===== src/rtl/thread_sched_pkg.sv =====
package thread_sched_pkg;

    localparam int MAX_THREADS = 128;
    localparam int MAX_TID_W   = 7;

    typedef enum logic {
        MODE_STATIC  = 1'b0,
        MODE_DYNAMIC = 1'b1
    } sched_mode_e;

    typedef struct packed {
        logic                 valid;
        logic [MAX_TID_W-1:0] tid;
    } issue_t;

endpackage


===== src/rtl/sched_ready_tracker.sv =====
module sched_ready_tracker #(
    parameter int NUM_THREADS = 8,
    parameter int TID_W       = 3
) (
    input  logic                   clk,
    input  logic                   rst,
    input  logic [NUM_THREADS-1:0] done_vec,
    input  logic                   grant_fire,
    input  logic [TID_W-1:0]       grant_tid,
    input  logic                   grant_keep,
    output logic [NUM_THREADS-1:0] ready_q
);

    // One ready flag per thread; a grant outranks a completion report.
    for (genvar g = 0; g < NUM_THREADS; g++) begin : g_flag
        logic hit;
        assign hit = grant_fire && (grant_tid == TID_W'(g));
        always_ff @(posedge clk) begin
            if (rst) begin
                ready_q[g] <= 1'b1;
            end else if (hit) begin
                ready_q[g] <= grant_keep;
            end else if (done_vec[g]) begin
                ready_q[g] <= 1'b1;
            end
        end
    end

endmodule


===== src/rtl/sched_rr_picker.sv =====
module sched_rr_picker #(
    parameter int NUM_THREADS = 8,
    parameter int TID_W       = 3
) (
    input  logic [NUM_THREADS-1:0] cand,
    input  logic [TID_W-1:0]       start,
    output logic                   found,
    output logic [TID_W-1:0]       pick
);

    // Scan from the start index, wrapping, first hit wins.
    always_comb begin
        int idx;
        found = 1'b0;
        pick  = '0;
        for (int i = 0; i < NUM_THREADS; i++) begin
            idx = int'(start) + i;
            if (idx >= NUM_THREADS) begin
                idx = idx - NUM_THREADS;
            end
            if (!found && cand[idx]) begin
                found = 1'b1;
                pick  = TID_W'(idx);
            end
        end
    end

endmodule


===== src/rtl/sched_slot_counter.sv =====
module sched_slot_counter #(
    parameter int NUM_THREADS = 8,
    parameter int TID_W       = 3
) (
    input  logic             clk,
    input  logic             rst,
    input  logic             advance,
    output logic [TID_W-1:0] slot_q
);

    localparam logic [TID_W-1:0] LAST = TID_W'(NUM_THREADS - 1);

    always_ff @(posedge clk) begin
        if (rst) begin
            slot_q <= '0;
        end else if (advance) begin
            slot_q <= (slot_q == LAST) ? '0 : slot_q + 1'b1;
        end
    end

endmodule


===== src/rtl/thread_issue_sched.sv =====
module thread_issue_sched
    import thread_sched_pkg::*;
#(
    parameter int NUM_THREADS = 8,
    localparam int TID_W = (NUM_THREADS > 1) ? $clog2(NUM_THREADS) : 1
) (
    input  logic                   clk,
    input  logic                   rst,
    input  logic                   mode_dyn,
    input  logic [NUM_THREADS-1:0] thread_en,
    input  logic [NUM_THREADS-1:0] done_vec,
    input  logic [NUM_THREADS-1:0] wake_hint,
    output logic                   issue_valid,
    output logic [TID_W-1:0]       issue_tid
);

    localparam logic [TID_W-1:0] LAST_TID = TID_W'(NUM_THREADS - 1);

    sched_mode_e            mode;
    logic [NUM_THREADS-1:0] ready_q;
    logic [NUM_THREADS-1:0] cand;
    logic                   dyn_found;
    logic [TID_W-1:0]       dyn_pick;
    logic [TID_W-1:0]       ptr_q;
    logic [TID_W-1:0]       slot_q;
    issue_t                 sel;

    assign mode = sched_mode_e'(mode_dyn);
    assign cand = ready_q & thread_en;

    sched_rr_picker #(.NUM_THREADS(NUM_THREADS), .TID_W(TID_W)) u_pick (
        .cand  (cand),
        .start (ptr_q),
        .found (dyn_found),
        .pick  (dyn_pick)
    );

    sched_slot_counter #(.NUM_THREADS(NUM_THREADS), .TID_W(TID_W)) u_slot (
        .clk     (clk),
        .rst     (rst),
        .advance (mode == MODE_STATIC),
        .slot_q  (slot_q)
    );

    always_comb begin
        sel = '0;
        case (mode)
            MODE_DYNAMIC: begin
                sel.valid = dyn_found;
                sel.tid   = MAX_TID_W'(dyn_pick);
            end
            default: begin
                sel.valid = thread_en[slot_q];
                sel.tid   = MAX_TID_W'(slot_q);
            end
        endcase
    end

    assign issue_valid = sel.valid;
    assign issue_tid   = sel.tid[TID_W-1:0];

    // Rotating priority: next search begins just past the last dynamic grant.
    always_ff @(posedge clk) begin
        if (rst) begin
            ptr_q <= '0;
        end else if (mode == MODE_DYNAMIC && dyn_found) begin
            ptr_q <= (dyn_pick == LAST_TID) ? '0 : dyn_pick + 1'b1;
        end
    end

    sched_ready_tracker #(.NUM_THREADS(NUM_THREADS), .TID_W(TID_W)) u_ready (
        .clk        (clk),
        .rst        (rst),
        .done_vec   (done_vec),
        .grant_fire (issue_valid),
        .grant_tid  (issue_tid),
        .grant_keep (wake_hint[issue_tid]),
        .ready_q    (ready_q)
    );

endmodule


===== config.mk =====
export PLATFORM = sky130hd
export DESIGN_NAME = thread_issue_sched
export DESIGN_NICKNAME = d
export VERILOG_FILES = /design/src/rtl/thread_sched_pkg.sv /design/src/rtl/sched_ready_tracker.sv /design/src/rtl/sched_rr_picker.sv /design/src/rtl/sched_slot_counter.sv /design/src/rtl/thread_issue_sched.sv
export SDC_FILE = /design/constraint.sdc
export NUM_CORES = 1
export LEC_CHECK = 0
export ABC_AREA = 1
export BUFFER_PORTS_ARGS = -buffer_cell sky130_fd_sc_hd__buf_2
export CAP_MARGIN = 20
export CORE_AREA = 2 2 69 51
export CTS_BUF_LIST = sky130_fd_sc_hd__clkbuf_4
export CTS_CLUSTER_SIZE = 24
export DETAILED_ROUTE_END_ITERATION = 8
export DIE_AREA = 0 0 71 53
export PLACE_DENSITY_LB_ADDON = 0.12
export SKIP_CTS_REPAIR_TIMING = 1
export SLEW_MARGIN = 15
export SYNTH_ARGS = -nofsm -noshare
export SYNTH_HDL_FRONTEND = slang
export SYNTH_HIERARCHICAL = 1
export SYNTH_SLANG_ARGS = --single-unit

===== constraint.sdc =====
create_clock -name clk -period 3.7 [get_ports clk]
set_input_delay 0.185 -clock clk [delete_from_list [all_inputs] [get_ports clk]]
set_output_delay 0.185 -clock clk [all_outputs]
set_load 0.02 [all_outputs]

## Word-level counts from Yosys, hierarchy flattened

Index checks and enable logic that the tools add are counted.

- Bits in registers: 14
- Logic and storage cells: 158
- Input bits: 27
- Output and inout bits: 4

- $lt $le $gt $ge: 18
- $add $sub $neg: 17
- Bitwise gates (word level): 1
- Equality and inequality tests: 9
- Reductions and logical operators: 32
- Muxes and demuxes: 71

Operators with widths:

| cell | number |
|---|---|
| $lt A32 B5 Y1 const B | 8 |
| $mux W32 | 8 |
| $ge A32 B5 Y1 const B | 7 |
| $sub A32 B5 Y32 const B | 7 |
| $mux W1 | 42 |
| $bmux W1 S3 | 10 |
| $mux W3 | 10 |
| $eq A3 B3 Y1 const B | 6 |
| $add A3 B3 Y4 const B | 4 |
| $logic_and A1 B1 Y1 | 16 |
| $reduce_bool A2 Y1 | 8 |
| $add A3 B2 Y4 const B | 2 |
| $and A8 B8 Y8 | 1 |
| $lt A3 B4 Y1 const B | 2 |
| $mux W8 | 1 |
| $logic_not A1 Y1 | 7 |
| $add A3 B1 Y3 const B | 2 |
| $eq A3 B2 Y1 const B | 2 |
| $sub A3 B4 Y5 const B | 1 |
| $add A3 B1 Y4 const B | 1 |
| $ge A3 B4 Y1 const B | 1 |
| $eq A3 B1 Y1 const B | 1 |
| $logic_not A3 Y1 | 1 |

## Depth between registers and ports, before layout

Gate-level depths: netlist of the first run.

- Depth in word-level cells: 31
- Mapped depth: 25
- Gate-level depth less buffers: 23

## Modules after synthesis

Netlist of the first run, hierarchy kept.

By module, submodules not included:

| module | area an instance (µm²) | sequential area each (µm²) | instances | cells each |
|---|---|---|---|---|
| sched_rr_picker | 701.9 | 0.0 | 1 | 136 |
| thread_issue_sched | 491.7 | 60.1 | 1 | 97 |
| sched_ready_tracker | 412.9 | 160.2 | 1 | 60 |
| sched_slot_counter | 138.9 | 60.1 | 1 | 18 |

## Worst setup path before layout of the first run

OpenSTA, ideal clock, no wires.

- Path type: reg-to-reg
- Start: reg ptr_q[0]
- End: reg u_ready.ready_q[4]
- Setup time: 0.126 ns
- Buffers on the path: 2
- Arrival time: 2.838 ns
- Required time: 3.574 ns
- Stages on the path, launching flop included: 23
- Setup slack: 0.735 ns
- Period minus slack after synthesis: 2.965 ns
- Cell sequence: dfxtp_1 -> inv_2 -> buf_6 -> ha_1 -> inv_1 -> nand3_1 -> nand3_1 -> nand2_1 -> nor2_4 -> nand4_4 -> nor2_4 -> nand4_1 -> nand3_1 -> nand2_2 -> nand2_4 -> nand2_1 -> nand3_1 -> nand2_1 -> nand2_1 -> nand2_1 -> clkbuf_4 -> nand3_1 -> nand3_1

- Cells in the longest elaborated chain, start to end: 31
- Elaborated cells on any way between the ends: 92
- Those cells by class: 15 x add/sub; 8 x order compare; 1 x eq/ne; 52 x mux; 16 x reduce/logical

RTL lines:

| what | RTL line | RTL |
|---|---|---|
| start, declared | thread_issue_sched.sv:24 | `logic [TID_W-1:0] ptr_q;` |
| start signal, assigned | thread_issue_sched.sv:67 | `ptr_q <= (dyn_pick == LAST_TID) ? '0 : dyn_pick + 1'b1;` |
| branches (longest 26 deep; another with $sub A32 B5 Y32) | -- |  |
| $mux W3 * | sched_rr_picker.sv:21 | `if (!found && cand[idx]) begin` |
| named net dyn_pick[0] | thread_issue_sched.sv:23 | `logic [TID_W-1:0] dyn_pick;` |
| $mux W8 * | thread_issue_sched.sv:47 | `case (mode)` |
| named net issue_tid[0] | thread_issue_sched.sv:14 | `output logic [TID_W-1:0] issue_tid` |
| $bmux W1 S3 or $eq A3 B3 Y1 (tied branches) | thread_issue_sched.sv:77, sched_ready_tracker.sv:17 |  |
| $mux W1 (not written as such) or $logic_and A1 B1 Y1 (tied branches) | thread_issue_sched.sv:77, sched_ready_tracker.sv:17 |  |
| $mux W1 or $reduce_bool A2 Y1 (tied branches) | -- |  |
| end signal, assigned by index | sched_ready_tracker.sv:22 | `ready_q[g] <= grant_keep;` |
| end, declared | sched_ready_tracker.sv:11 | `output logic [NUM_THREADS-1:0] ready_q` |

Mark *: on every way through the listed nets, which the timed path passes. The select of a mux whose other input is x is not followed.
A chain may end at the register's enable or synchronous reset.

## Final worst setup path of the first run

- Start: reg ptr_q[1]
- End: reg u_ready.ready_q[4]

- Cells in the longest elaborated chain, start to end: 31
- Elaborated cells on any way between the ends: 92
- Those cells by class: 15 x add/sub; 8 x order compare; 1 x eq/ne; 52 x mux; 16 x reduce/logical

RTL lines:

| what | RTL line |
|---|---|
| branches (longest 26 deep; another with $sub A32 B5 Y32) | -- |
| $mux W3 * | sched_rr_picker.sv:21 |
| named net dyn_pick[0] | thread_issue_sched.sv:23 |
| $mux W8 * | thread_issue_sched.sv:47 |
| $bmux W1 S3 or $eq A3 B3 Y1 (tied branches) | thread_issue_sched.sv:77, sched_ready_tracker.sv:17 |
| $mux W1 (not written as such) or $logic_and A1 B1 Y1 (tied branches) | thread_issue_sched.sv:77, sched_ready_tracker.sv:17 |
| $mux W1 or $reduce_bool A2 Y1 (tied branches) | -- |

Marks and branches as above.

==> results of run 1 <==
==> worst max-delay path, cell delays in order (launching register included) <==
cell and delay, ps:
dfxtp_2 470, inv_2 120, ha_1 360, inv_1 200, nand3_1 130, nand3_1 140, nand2_1 100, nor2_4 150
nand4_4 130, nor2_4 180, nand4_1 110, nand3_1 220, nand2_2 140, nand2_4 140, nand2_1 60, nand3_1 70
nand2_1 50, nand2_1 50, nand2_1 180, nand3_1 150, nand3_1 80
==> power groups by stage <==
stage	registers, W	clock network (W)	logic (W)
4_1_cts	0.000228	0.000103	0.00156
2_1_floorplan	0.000209	0	0.00128
5_1_grt	0.000234	0.000108	0.00179
6_report	0.000229	0.0000975	0.00159
3_5_place_dp	0.000232	0	0.00155
3_3_place_gp	0.000231	0	0.00156
==> routing by layer <==
layer  share of wire [%]  routed length [µm]  global-route usage, %  vias to the layer above
li1                    -                   -                      -                     1048
met1                  51                2280                   37.5                      816
met2                  39                1730                   37.1                       83
met3                  10                 465                   5.33                        2
met4                0.27                  12                   4.09                        0
met5                   0                   0                      0                        -
==> metrics by stage <==
stage          worst slack [ps]  instances  hold WS (ps)  power, W
2_1_floorplan               735        311           254   0.00149
3_3_place_gp                353        375           444   0.00179
3_5_place_dp                258        375           442   0.00179
4_1_cts                     241        379           126   0.00189
5_1_grt                    3.32        379           144   0.00213
6_report                    371        379           141   0.00191
==> cells by family after synthesis <==
kind of cell               count (synthesis)
and+or+nand+nor                          215
buffers and inverters                     56
AOI/OAI and AO/OA                         16
DFF                                       14
adders and majority gates                  6
xor gates and xnor gates                   4
==> layout make-up <==
cell class,count,area [µm²]
repair buffers,32,165
clock buffers,3,22.5
clock inverters,1,3.75
fillers,311,1150
flip-flops and latches,14,282
multi-input cells,241,1220
inverters,50,190
well taps,38,47.5
==> worst paths after layout <==
check	end	slack, ps	cells past startpoint
setup / recovery	u_ready/ready_q[4]	370	20
hold / removal	ptr_q[2]	140	2
setup reg to reg	u_ready/ready_q[4]	370	20
hold reg to reg	u_slot/slot_q[1]	550	2
==> Yosys cell counts <==
library cell / count / area [µm²]
a21oi_1: 5 / 25.0
a31oi_1: 1 / 6.26
buf_2: 1 / 5.00
buf_4: 1 / 7.51
buf_6: 3 / 33.8
clkbuf_4: 1 / 7.51
dfxtp_1: 14 / 280
ha_1: 6 / 75.1
inv_1: 40 / 150
inv_2: 9 / 33.8
inv_4: 1 / 6.26
nand2_1: 90 / 338
nand2_2: 7 / 43.8
nand2_4: 2 / 22.5
nand3_1: 63 / 315
nand3_2: 2 / 20.0
nand3b_1: 1 / 7.51
nand4_1: 6 / 37.5
nand4_4: 1 / 21.3
nor2_1: 26 / 97.6
nor2_2: 3 / 18.8
nor2_4: 3 / 33.8
nor3_1: 2 / 10.0
o21ai_0: 4 / 20.0
o21ai_1: 4 / 20.0
o21ai_2: 2 / 17.5
or2_1: 1 / 6.26
or2_2: 8 / 50.1
xnor2_1: 2 / 17.5
xor2_1: 2 / 17.5
==> sequential cells by signal, summed over array words and instances, names as in the netlist <==
signal and count:
u_slot/slot_q 3, ptr_q 3, u_ready/ready_q 8
==> cell usage in the layout (no fill, tap or decap), drive strengths merged <==
cell / Yosys / routed
a21oi: 5 / 5
clkbuf: 1 / 3
or2: 9 / 9
dfxtp: 14 / 14
o21ai: 10 / 10
buf: 5 / 32
xor2: 2 / 2
ha: 6 / 6
a31oi: 1 / 1
nand4: 7 / 7
nand3: 65 / 65
xnor2: 2 / 2
inv: 50 / 50
nor2: 32 / 32
nand3b: 1 / 1
nand2: 99 / 99
nor3: 2 / 2
clkinv: 0 / 1
==> impl_results.md, run 1 <==
- Net Count, Synth: between 300 and 400
- Placed cell area: approximately 0.0019 mm²
- Crit path max fanout: 11
- Routed Antenna Nets: 0
- Synth Area in Adders: 4.30%
- Max cap viols: 0
- Critical path arrival: 3510 ps
- ANT cells: 0
- Final core occ: 62.6%
- P&R area growth vs syn: 10.7%
- Gate Count Post-Synth: roughly 310
- Dpl hpwl: between 3 and 4 mm
- Syn Area/Cell: roughly 5.6 µm²
- Lkg Pwr: roughly 1.1 nW
- Flops & latches, synth: 14
- TritonCTS Buffers: 3
- Worst Clk Skew: between 1.5 and 2 ps
- Top achievable clock speed: approximately 0.3 GHz
- Outcome: completed
- Routed WL: about 4.5 mm
- Largest family of logic cells by synthesized area: simple AND/OR/NAND/NOR gates
- Post-synthesis simple-gate area fraction: 58.6%
- Critical path launch point: ptr_q[1]
- Worst vdd ir: 0.599 mV
- Worst slew pin tran: between 500 and 600 ps
- Clock root buffer: clkbuf_4
- Setup Viol. Count Final: 0
- 1st-iter DRT viols: 180
- Vias: 1949
- Syn. warnings: 6
- Antenna violations before repair: 0
- Slew HR: 60.9%
- Clk_lat worst skew: 290 ps
- Setup_tns: 0 ps
- Cell area after layout: between 0.0015 and 0.002 mm²
- Cell variety after synth: 30
- Critical path data required time: approximately 3900 ps
- PD cells: ~990 mW/mm²
- Layout cells sized above 1: approximately 22%
- Die Span Y: around 53 µm
- Compound-cell area share of the yosys netlist: slightly above 5%
- Part of the power in combinational logic: 83.0%
- Clock share of power: roughly 5.1%
- DR WL/cell: ~12 µm
- Vias/cell: roughly 5.1
- Setup CP Type: register to register
- Mapped Area: about 0.0017 mm²
- Multiplexer share of the synthesized area: 0%
- DRT Pass-1 Iters: 5
- Hold Path Class: input pin to register
- Global-route wire length before repair: roughly 7.4 mm
- Global-route usage over all layers: 25.1%
- Crit end category: register
- Fin nets: 375
- Tcrit/Tclk final: 90.0%
- Internal: a little over 0.0007 W
- PortBufs: 30
- Xor/xnor share of the synthesized area: between 2 and 2.5%
- Starting Density: 56.6%
- P_sw: about 0.0012 W
- RSZ-0062 raised after global routing: no
- Switching share of total power: a little over 60%
- Final Hold Fails: 0
- Die area: 0.00376 mm²
- Worst hold path startpoint: rst
- Max-slew violations: 0
- Register area share after synthesis: between 15 and 20%
- Crit start category: register
- Reg2Reg Launch Point: ptr_q[1]
- Min Tclk post-route: roughly 3300 ps
- Vias in the first global route: about 1700
- Total gr overflow: 0
- Placeable Area: ~0.003 mm²
- Ports: 31
- DRC: 0
- Worst-path clk slew: approximately 100 ps
- Row cnt: 17
- RD Place Congestion: roughly 0.92
- CTS max path bufs: 2
- H-tree depth: 1
- CTS sink count: 14
- Power share of the sequential group: 11.9%
- TritonCTS clock tree: done
- Die W: ~70 µm
- Largest net degree at the start of global routing: 15
(Power assumes the default switching activity.)
==> inputs of run 2 (changes only) <==
- CORE_AREA: 2 2 69 51 -> 2 2 72 54
- DIE_AREA: 0 0 71 53 -> 0 0 74 56
- REMOVE_ABC_BUFFERS: default -> 1
- clock period: 3.7 -> 2.8 ns (I/O delays scaled with it)
==> run 2 against run 1 <==
- final cell count grew 8.4%
- register-to-register slack got worse by 260 ps
- worst hold slack worse by 56 ps
- clock skew grew 3.2 ps
- clock power increased by 30%
- sequential share of layout area shrank 2.3 points
- largest cell class unchanged
- largest power group unchanged
==> impl_results.md, run 2 (synthesis results as in run 1) <==
- Crit start category: register
- Critical path cell sequence: inv_2, ha_4, buf_6, nand3_4, nand3_2, nand2_2, nor2_4, nand4_4, buf_6, nor3_1, nor2_1, nand3_2, nand2_2, o21ai_4, buf_6, buf_6
- Worst vdd ir: 0.796 mV
- Worst Clk Skew: approximately 4.8 ps
- DRT Pass-1 Iters: 5
- Layout fillers: 310
- CTS sink count: 14
- Largest registers: u_ready/ready_q: 8 flops, ptr_q: 3 flops, u_slot/slot_q: 3 flops
- P_sw: about 0.0018 W
- Antenna violations before repair: 0
- Max-slew violations: 0
- TritonCTS clock tree: done
- Largest Register: u_ready/ready_q
- Clk_lat worst skew: approximately 290 ps
- PD cells: ~1400 mW/mm²
- Routed WL: ~4.9 mm
- Placeable Area: 0.00340 mm²
- Final Total Pwr: 0.00318 W
- DRC: 0
- Worst R2R Setup Slack: around 110 ps
- Most common cell after layout, fill and taps aside: nand2_1
- Setup CP Type: register to primary output
- ANT cells: 0
- Hold Path Class: input pin to register
- Dpl cells: 400
- P&R area growth vs syn: 32.5%
- Die W: between 70 and 80 µm
- WP depth: 16
- Largest net degree at the start of global routing: 13
- Dpl hpwl: between 3 and 4 mm
- Crit path max fanout: 5
- Top achievable clock speed: 0.361 GHz
- Reg2Reg Launch Point: ptr_q[0]
- Vias in the first global route: between 1500 and 2000
- Clock share of power: 4.0%
- Max FFs per register: 8
- Critical path launch point: ptr_q[0]
- RSZ-0062 raised after global routing: yes
- TritonCTS Buffers: 3
- Final Hold Fails: 0
- Total gr overflow: 0
- Routed Antenna Nets: 0
- Global-route usage over all layers: 24.1%
- Row cnt: 18
- Starting Density: between 50% and 60%
- Internal: about 0.0014 W
- Ports: 31
- Die area: roughly 0.0041 mm²
- Outcome: completed
- Setup Viol. Count Final: 0
- Most used cell, CP: buf_6
- Worst-path clk slew: 100 ps
- Max cap viols: 0
- Clock root buffer: clkbuf_4
- Finished Layout Cells: 411
- Setup WS pre-CTS: -90.4 ps
- Tcrit/Tclk final: 99.0%
- Critical path data required time: between 2000 and 3000 ps
- Critical path arrival: roughly 2600 ps
- Part of the power in combinational logic: 86.7%
- Bufs and invs on worst path: 5
- RR Endpoint: u_ready/ready_q[0]
- Layout cells sized above 1: between 30% and 40%
- Vias: ~2100
- CTS max path bufs: 2
- Crit end category: primary output
- Vias/cell: 5.13
- Lkg Pwr: 1.25 nW
- 1st-iter DRT viols: 202
- Critical-path top delay cell: dfxtp_2
- Worst slew pin tran: approximately 450 ps
- DR WL/cell: roughly 12 µm
- Family with the most delay on the worst path: simple AND/OR/NAND/NOR gates
- Setup ws final: 27.2 ps
- Switching share of total power: a little under three fifths
- R2R cell count: 21
- Die Span Y: between 50 and 60 µm
- Global-route wire length before repair: between 7 and 8 mm
- Power share of the sequential group: under 10%
- Setup crit end: issue_tid[1]
- H-tree depth: 1
- Hold WS: between 80 and 90 ps
- Largest stage delay, worst path: 360 ps
- PortBufs: 30
- RD Place Congestion: approximately 0.95
- Fin nets: 395
- Slew HR: between 60% and 70%
- Min Tclk post-route: around 2800 ps
- Most frequent cells in the layout: nand2_1 (82), nand3_1 (52), inv_1 (39)
## run 2: cell types whose count changed in the layout (fill, tap and decap cells not counted), sizes merged
cell  previous run  this run
buf             32        52
## run 2: routing by layer
layer / GRT usage, % / routed length (µm)
met4: 1.56 / 16
met2: 35.3 / 2110
met5: 0 / 0
met3: 4.89 / 381
met1: 37.3 / 2370
## run 2: worst min-delay path by stage
stage	cells past startpoint	from	endpoint
finish	2	rst	ptr_q[2]
global route	2	rst	ptr_q[1]
CTS	2	rst	u_slot/slot_q[1]
detailed placement	2	rst	ptr_q[2]
global placement	2	rst	ptr_q[2]
floorplan	1	rst	ptr_q[0]
## run 2: area by class of cell
class / count / area, µm² / share of cell area, %
multi-input cells: 241 / 1400 / 60.7
flip-flops and latches: 14 / 284 / 12.3
clock inverters: 1 / 3.75 / 0.162
clock buffers: 3 / 22.5 / 0.974
well taps: 50 / 62.6 / 2.71
repair buffers: 52 / 345 / 14.9
inverters: 50 / 190 / 8.23
## run 2: worst register-to-register path: cells and delay by family (launching register included)
kind | cells | cell delay (ps)
and+or+nand+nor | 16 | 1540
buffers and inverters | 4 | 390
DFF | 1 | 360
adders and majority gates | 1 | 280
## run 2: per-stage QoR
stage	setup TNS [ps]	area (µm²)	utilization, %
2_1_floorplan	-2230	1690	-
3_3_place_gp	-189	2020	59.3
3_5_place_dp	-620	2020	59.3
4_1_cts	-1000	2040	60.1
5_1_grt	-1300	2310	68.0
6_report	0	2310	68.0
## run 2: power groups by stage
stage | registers [W] | logic (W) | clock network (W)
finish | 0.000296 | 0.00276 | 0.000127
global route | 0.000303 | 0.00309 | 0.000143
CTS | 0.000289 | 0.00221 | 0.000129
detailed placement | 0.000294 | 0.00220 | 0
global placement | 0.000293 | 0.00219 | 0
floorplan | 0.000305 | 0.00159 | 0
